## src/rtl/adc_seq_pkg.sv

```systemverilog
package adc_seq_pkg;
  localparam int REG_W     = 32;
  localparam int EN_BIT    = 0;
  localparam int BANK_BIT  = 2;
  localparam int SELA_LSB  = 4;
  localparam int SELB_LSB  = 7;
  localparam int START_BIT = 22;

  typedef enum logic {
    SEQ_IDLE   = 1'b0,
    SEQ_SAMPLE = 1'b1
  } seqState_e;

  // Strobes from control to datapath; chan width fixed at the widest default.
  typedef struct packed {
    logic       capture;
    logic [2:0] chan;
  } seqStrobe_t;
endpackage

```

## src/rtl/adc_seq_ctrl.sv

```systemverilog
module adc_seq_ctrl
  import adc_seq_pkg::*;
#(
  parameter int NUM_CH = 7,
  localparam int CH_W = $clog2(NUM_CH)
) (
  input  logic            clk,
  input  logic            rstN,
  input  logic            startReq,
  input  logic            abortReq,
  input  logic            enable,
  input  logic            bankSel,
  input  logic            smpAck,
  output logic            busy,
  output logic            smpReq,
  output logic            smpBank,
  output logic [CH_W-1:0] smpChan,
  output logic            doneIrq,
  output seqStrobe_t      strobe
);
  localparam logic [CH_W-1:0] LAST_CH = CH_W'(NUM_CH - 1);

  seqState_e        stateQ;
  logic [CH_W-1:0]  chanQ;
  logic             bankQ;
  logic             doneQ;
  logic             startGo;

  assign startGo = startReq && enable && (stateQ == SEQ_IDLE);

  always_ff @(posedge clk or negedge rstN) begin
    if (!rstN) begin
      stateQ <= SEQ_IDLE;
      chanQ  <= '0;
      bankQ  <= 1'b0;
      doneQ  <= 1'b0;
    end else begin
      doneQ <= 1'b0;
      unique case (stateQ)
        SEQ_IDLE: begin
          if (startGo) begin
            stateQ <= SEQ_SAMPLE;
            chanQ  <= '0;
            bankQ  <= bankSel;
          end
        end
        SEQ_SAMPLE: begin
          if (abortReq) begin
            stateQ <= SEQ_IDLE;
          end else if (smpAck) begin
            if (chanQ == LAST_CH) begin
              stateQ <= SEQ_IDLE;
              doneQ  <= 1'b1;
            end else begin
              chanQ <= chanQ + 1'b1;
            end
          end
        end
        default: stateQ <= SEQ_IDLE;
      endcase
    end
  end

  assign busy    = (stateQ == SEQ_SAMPLE);
  assign smpReq  = busy;
  assign smpBank = bankQ;
  assign smpChan = chanQ;
  assign doneIrq = doneQ;

  always_comb begin
    strobe         = '0;
    strobe.capture = busy && smpAck && !abortReq;
    strobe.chan    = 3'(chanQ);
  end
endmodule

```

## src/rtl/adc_seq_dpath.sv

```systemverilog
module adc_seq_dpath
  import adc_seq_pkg::*;
#(
  parameter int NUM_CH = 7,
  parameter int RES_W  = 10,
  localparam int CH_W = $clog2(NUM_CH)
) (
  input  logic             clk,
  input  logic             rstN,
  input  logic             ctrlWrite,
  input  logic             wrEnable,
  input  logic             wrBank,
  input  logic [CH_W-1:0]  wrSelA,
  input  logic [CH_W-1:0]  wrSelB,
  input  seqStrobe_t       strobe,
  input  logic [RES_W-1:0] smpData,
  input  logic             busy,
  output logic             enable,
  output logic             bankSel,
  output logic [REG_W-1:0] ctrlRd,
  output logic [REG_W-1:0] resultRd
);
  logic                         enQ;
  logic                         bankQ;
  logic [CH_W-1:0]              selAQ;
  logic [CH_W-1:0]              selBQ;
  logic [NUM_CH-1:0][RES_W-1:0] storeQ;
  logic [RES_W-1:0]             outA;
  logic [RES_W-1:0]             outB;

  always_ff @(posedge clk or negedge rstN) begin
    if (!rstN) begin
      enQ   <= 1'b0;
      bankQ <= 1'b0;
      selAQ <= '0;
      selBQ <= '0;
    end else if (ctrlWrite) begin
      enQ   <= wrEnable;
      bankQ <= wrBank;
      selAQ <= wrSelA;
      selBQ <= wrSelB;
    end
  end

  always_ff @(posedge clk or negedge rstN) begin
    if (!rstN) begin
      storeQ <= '0;
    end else begin
      for (int i = 0; i < NUM_CH; i++) begin
        if (strobe.capture && (strobe.chan == 3'(i)))
          storeQ[i] <= smpData;
      end
    end
  end

  // Output multiplexers; an index past the last channel reads as zero.
  always_comb begin
    outA = '0;
    outB = '0;
    for (int i = 0; i < NUM_CH; i++) begin
      if (selAQ == CH_W'(i)) outA = storeQ[i];
      if (selBQ == CH_W'(i)) outB = storeQ[i];
    end
  end

  always_comb begin
    ctrlRd                      = '0;
    ctrlRd[EN_BIT]              = enQ;
    ctrlRd[BANK_BIT]            = bankQ;
    ctrlRd[SELA_LSB +: CH_W]    = selAQ;
    ctrlRd[SELB_LSB +: CH_W]    = selBQ;
  end

  always_comb begin
    resultRd                    = '0;
    resultRd[0 +: RES_W]        = outA;
    resultRd[RES_W +: RES_W]    = outB;
    resultRd[START_BIT]         = busy;
  end

  assign enable  = enQ;
  assign bankSel = bankQ;
endmodule

```

## src/rtl/adc_bank_sequencer.sv

```systemverilog
module adc_bank_sequencer
  import adc_seq_pkg::*;
#(
  parameter int NUM_CH = 7,
  parameter int RES_W  = 10,
  localparam int CH_W = $clog2(NUM_CH)
) (
  input  logic             clk,
  input  logic             rstN,
  input  logic             regWrEn,
  input  logic             regSel,
  input  logic [REG_W-1:0] regWrData,
  output logic [REG_W-1:0] ctrlRd,
  output logic [REG_W-1:0] resultRd,
  output logic             smpReq,
  output logic             smpBank,
  output logic [CH_W-1:0]  smpChan,
  input  logic             smpAck,
  input  logic [RES_W-1:0] smpData,
  output logic             doneIrq
);
  logic       ctrlWrite;
  logic       startReq;
  logic       abortReq;
  logic       enable;
  logic       bankSel;
  logic       busy;
  seqStrobe_t strobe;
  logic       unusedWrBits;

  assign ctrlWrite = regWrEn && !regSel;
  assign startReq  = regWrEn && regSel && regWrData[START_BIT];
  assign abortReq  = ctrlWrite && !regWrData[EN_BIT];
  assign unusedWrBits = ^{regWrData[REG_W-1:START_BIT+1], regWrData[START_BIT-1:SELB_LSB+CH_W],
                          regWrData[BANK_BIT+1], regWrData[EN_BIT+1]};

  adc_seq_ctrl #(.NUM_CH(NUM_CH)) uCtrl (
    .clk      (clk),
    .rstN     (rstN),
    .startReq (startReq),
    .abortReq (abortReq),
    .enable   (enable),
    .bankSel  (bankSel),
    .smpAck   (smpAck),
    .busy     (busy),
    .smpReq   (smpReq),
    .smpBank  (smpBank),
    .smpChan  (smpChan),
    .doneIrq  (doneIrq),
    .strobe   (strobe)
  );

  adc_seq_dpath #(.NUM_CH(NUM_CH), .RES_W(RES_W)) uDpath (
    .clk       (clk),
    .rstN      (rstN),
    .ctrlWrite (ctrlWrite),
    .wrEnable  (regWrData[EN_BIT]),
    .wrBank    (regWrData[BANK_BIT]),
    .wrSelA    (regWrData[SELA_LSB +: CH_W]),
    .wrSelB    (regWrData[SELB_LSB +: CH_W]),
    .strobe    (strobe),
    .smpData   (smpData),
    .busy      (busy),
    .enable    (enable),
    .bankSel   (bankSel),
    .ctrlRd    (ctrlRd),
    .resultRd  (resultRd)
  );
endmodule

```

## config.mk

```make
export PLATFORM = sky130hd
export DESIGN_NAME = adc_bank_sequencer
export DESIGN_NICKNAME = d
export VERILOG_FILES = /design/src/rtl/adc_seq_pkg.sv /design/src/rtl/adc_seq_ctrl.sv /design/src/rtl/adc_seq_dpath.sv /design/src/rtl/adc_bank_sequencer.sv
export SDC_FILE = /design/constraint.sdc
export NUM_CORES = 1
export LEC_CHECK = 0
export BUFFER_PORTS_ARGS = -buffer_cell sky130_fd_sc_hd__buf_2
export CAP_MARGIN = 20
export CORE_MARGIN = 5
export CORE_UTILIZATION = 35
export DETAILED_ROUTE_END_ITERATION = 8
export GPL_TIMING_DRIVEN = 0
export SLEW_MARGIN = 20
export SYNTH_ARGS = -nofsm -noshare
export SYNTH_HDL_FRONTEND = slang
export SYNTH_HIERARCHICAL = 1
export SYNTH_SLANG_ARGS = --single-unit
```

## constraint.sdc

```tcl
create_clock -name clk -period 2.9 [get_ports clk]
set_input_delay 0.29 -clock clk [delete_from_list [all_inputs] [get_ports clk]]
set_output_delay 0.29 -clock clk [all_outputs]
set_load 0.1 [all_outputs]
```

==> impl_metrics.py <==
metrics = {
    "outcome": {
        "status": "finished clean",
    },
    "floorplanning": {
        "die_area_mm2": 0.0170,
        "start_util_pct": 35.4,
        "die_w_um": 131,
        "core_area_mm2": 0.0144,
        "rows": 44,
        "die_h_um": 131,
        "pin_count": 117,
    },
    "synthesis": {
        "netlist_area_mm2": 0.00509,
        "synth_edf_count": 0,
        "synthFlopType": "dfrtp_1",
        "seq_area_frac_synth_pct": 41.3,
        "synthTopCellsByArea": "dfrtp_1 41%, mux2_2 21%, buf_4 7.1%",
        "synthArstFlopShare_pct": 100,
        "syn_inst": 468,
        "yosys_warnings": 6,
        "synth_top_area_cell": "dfrtp_1",
        "post_synth.cell_area_avg_um2": 10.9,
        "synth_seq_cells": 84,
        "synth_top_cell_area_share_pct": 41.3,
        "synth_cell_types": 38,
    },
    "critical_path": {
        "worst-r2r-setup-slack_ps": 920,
        "critPathSlowestCell": "clkbuf_1",
        "crit_cells": 6,
        "critPathMostFrequentCell": "clkbuf_1",
        "r2r-start": "uCtrl/busy",
        "cp.required_ps": 2610,
        "critPathArrivalTime_ps": 2530,
        "cpPeakStageDelay_ps": 530,
        "cp-end-kind": "output pin",
        "r2r_cells": 5,
        "worst-path-buf-inv": 3,
        "path_cells": "clkbuf_1 -> nand2b_1 -> clkbuf_1 -> o32ai_1 -> a31oi_4 -> buf_2",
        "r2r_end": "uDpath/storeQ[0]",
        "critical-path-top-delay-family": "buffers and inverters",
        "crit_fanout": 10,
        "worstSetupStartpointType": "flip-flop",
        "crit_type": "reg2out",
    },
    "clock_tree": {
        "tritoncts.num_buffers": 9,
        "h-tree-depth": 3,
        "clk_pin_slew_worst_paths_ps": 50,
        "cts_root_buffer": "clkbuf_16",
        "cts_buffer_depth": 2,
        "cts.sinks": 84,
        "cts_tree": "built",
        "clock_latency_ps": 340,
        "post_cts_buffers": 0,
    },
    "pwr": {
        "clkPwrFrac_pct": 17.8,
        "power_mw": 6.38,
        "swShare_pct": 48.1,
        "p_comb_share_pct": 51.3,
        "p_leak_nw": 2.96,
        "switchingPower_mw": 3.07,
        "seqPwrFrac_pct": 30.9,
        "ir_drop_mv": 0.427,
        "powerDensity_mw_per_mm2": 1040,
        "internal-power_mw": 3.31,
    },
    "finish": {
        "num_antenna_cells": 0,
        "mostFrequentLayoutCells": "97 x mux2_2, 84 x dfrtp_1, 72 x buf_2",
        "final_common_cell": "mux2_2",
        "final_core_util_pct": 42.8,
        "nets": 622,
        "syn2layout_area_growth_pct": 20.9,
        "fin_cells": 761,
        "drive_gt1_share_pct": 43.2,
    },
    "sta": {
        "fin_crit_ps": 2820,
        "fin_skew_ps": 6.14,
        "relSlewSlack_pct": 45.4,
        "finalSetupViolations": 0,
        "hold_viol": 0,
        "tightest_slew_ps": 817,
        "fmax_ghz": 0.355,
        "slew_violations": 0,
        "worst_slack_ps": 84.2,
        "min_period_over_period_pct": 97.1,
        "fin_setup_tns_ps": 0,
        "rsz0062_at_grt": "false",
    },
    "drt": {
        "ant_nets": 0,
        "totalWireLength_mm": 15.2,
        "drc": 0,
        "num_vias": 4051,
        "dr.first_iter.drc_count": 230,
        "drt_pass1_iterations": 5,
        "wl_per_cell_um": 19.9,
        "viasPerCell": 5.32,
    },
    "global_routing": {
        "grt_overflow": 0,
        "grt_usage_pct": 17.8,
        "grt_pass1_wl_mm": 22.9,
        "antenna_found_initial": 0,
        "grt_pass1_vias": 4081,
        "grt_max_degree": 48,
    },
    "placement": {
        "placed_cells": 745,
        "portBuffers": 58,
        "gp_congestion": 0.871,
        "pre_cts_slack_ps": 448,
        "hpwlAfterDp_mm": 10.2,
    },
    "min_path": {
        "holdPathEnd": "uDpath/selAQ[2]",
        "hold_path_startpoint": "regWrData[6]",
        "hold_class": "in2reg",
        "worstHoldPathCells": 3,
    },
    "flow_run": {
        "cap_violations": 0,
    },
}
sequential cells by signal, summed over array words and instances (netlist names):
name,flops
uDpath/storeQ,70
uCtrl/doneIrq,1
uCtrl/smpBank,1
uDpath/bankSel,1
uCtrl/smpChan,3
uDpath/enable,1
uDpath/selAQ,3
uDpath/selBQ,3
uCtrl/busy,1
repair_timing:
action | in CTS | in global routing
hold buffers | 1 | 0
endpoints found under the hold margin | 37 | 0
endpoints found under the setup margin | 0 | 6
resized for setup | 0 | 2
area by class of cell:
cell class	instances	area [um2]
Buffer	78	502
Fill cell	1382	8220
Clock inverter	2	35.0
Clock buffer	13	250
Timing Repair Buffer	60	330
Multi-Input combinational cell	328	2660
Tap cell	184	230
Sequential cell	84	2100
Inverter	12	45.0
metrics by stage:
step / hold slack, ps / area, um2
CTS: 167 / 6150
global route: 189 / 6150
finish: 176 / 6150
global placement: 486 / 5820
floorplan: -5.59 / 5300
detailed placement: 297 / 5850
metal layers:
metal  track usage, %  share of wire (%)
met3             2.68                6.8
met2             29.7                 49
met4             8.11                3.7
met5                0                  0
met1             22.9                 41
worst reg2reg max path, delay by kind of cell (launching register included):
kind | cells | cell delay, ps
muxes | 1 | 410
DFF | 1 | 400
and+or+nand+nor | 3 | 920
buffers and inverters | 1 | 130
power by group through the flow:
stage                     clock (mW)  combinational [mW]  sequential, mW
after CTS                       1.15                3.27            1.96
after global placement             0                3.20            1.95
final                           1.13                3.28            1.97
after detailed placement           0                3.26            1.98
after global routing            1.20                3.44            2.03
after floorplan                    0                2.46            2.15
cells by family (layout without fill, tap and decap cells):
| logic type | Yosys count | after routing | synth area share (%) |
|---|---|---|---|
| and+or+nand+nor | 77 | 77 | 8.06 |
| DFF | 84 | 84 | 41.3 |
| muxes | 120 | 120 | 26.0 |
| other | 1 | 35 | 0.0737 |
| AOI/OAI and AO/OA | 94 | 94 | 13.3 |
| adders and majority gates | 2 | 2 | 0.492 |
| buffers and inverters | 90 | 165 | 10.7 |
worst max-delay path by stage:
stage                          from           end  slack (ps)
CTS                 uDpath/selBQ[0]  resultRd[11]          90
finish              uDpath/selAQ[0]   resultRd[8]          80
global placement    uDpath/selBQ[0]  resultRd[16]         410
floorplan           uDpath/selAQ[0]   resultRd[3]         -60
detailed placement  uDpath/selBQ[0]  resultRd[16]         450
global route        uDpath/selAQ[0]   resultRd[8]          20
cell usage after synthesis (10+ instances only):
cell type  count
buf_2         15
buf_4         48
clkbuf_1      13
dfrtp_1       84
inv_1         11
mux2_2        97
mux2i_1       22
nand2_1       35
nor2_1        13
o21ai_0       19
o2bb2ai_1     11
o32ai_1       10
Note: power is estimated with default switching activity, not from simulation.
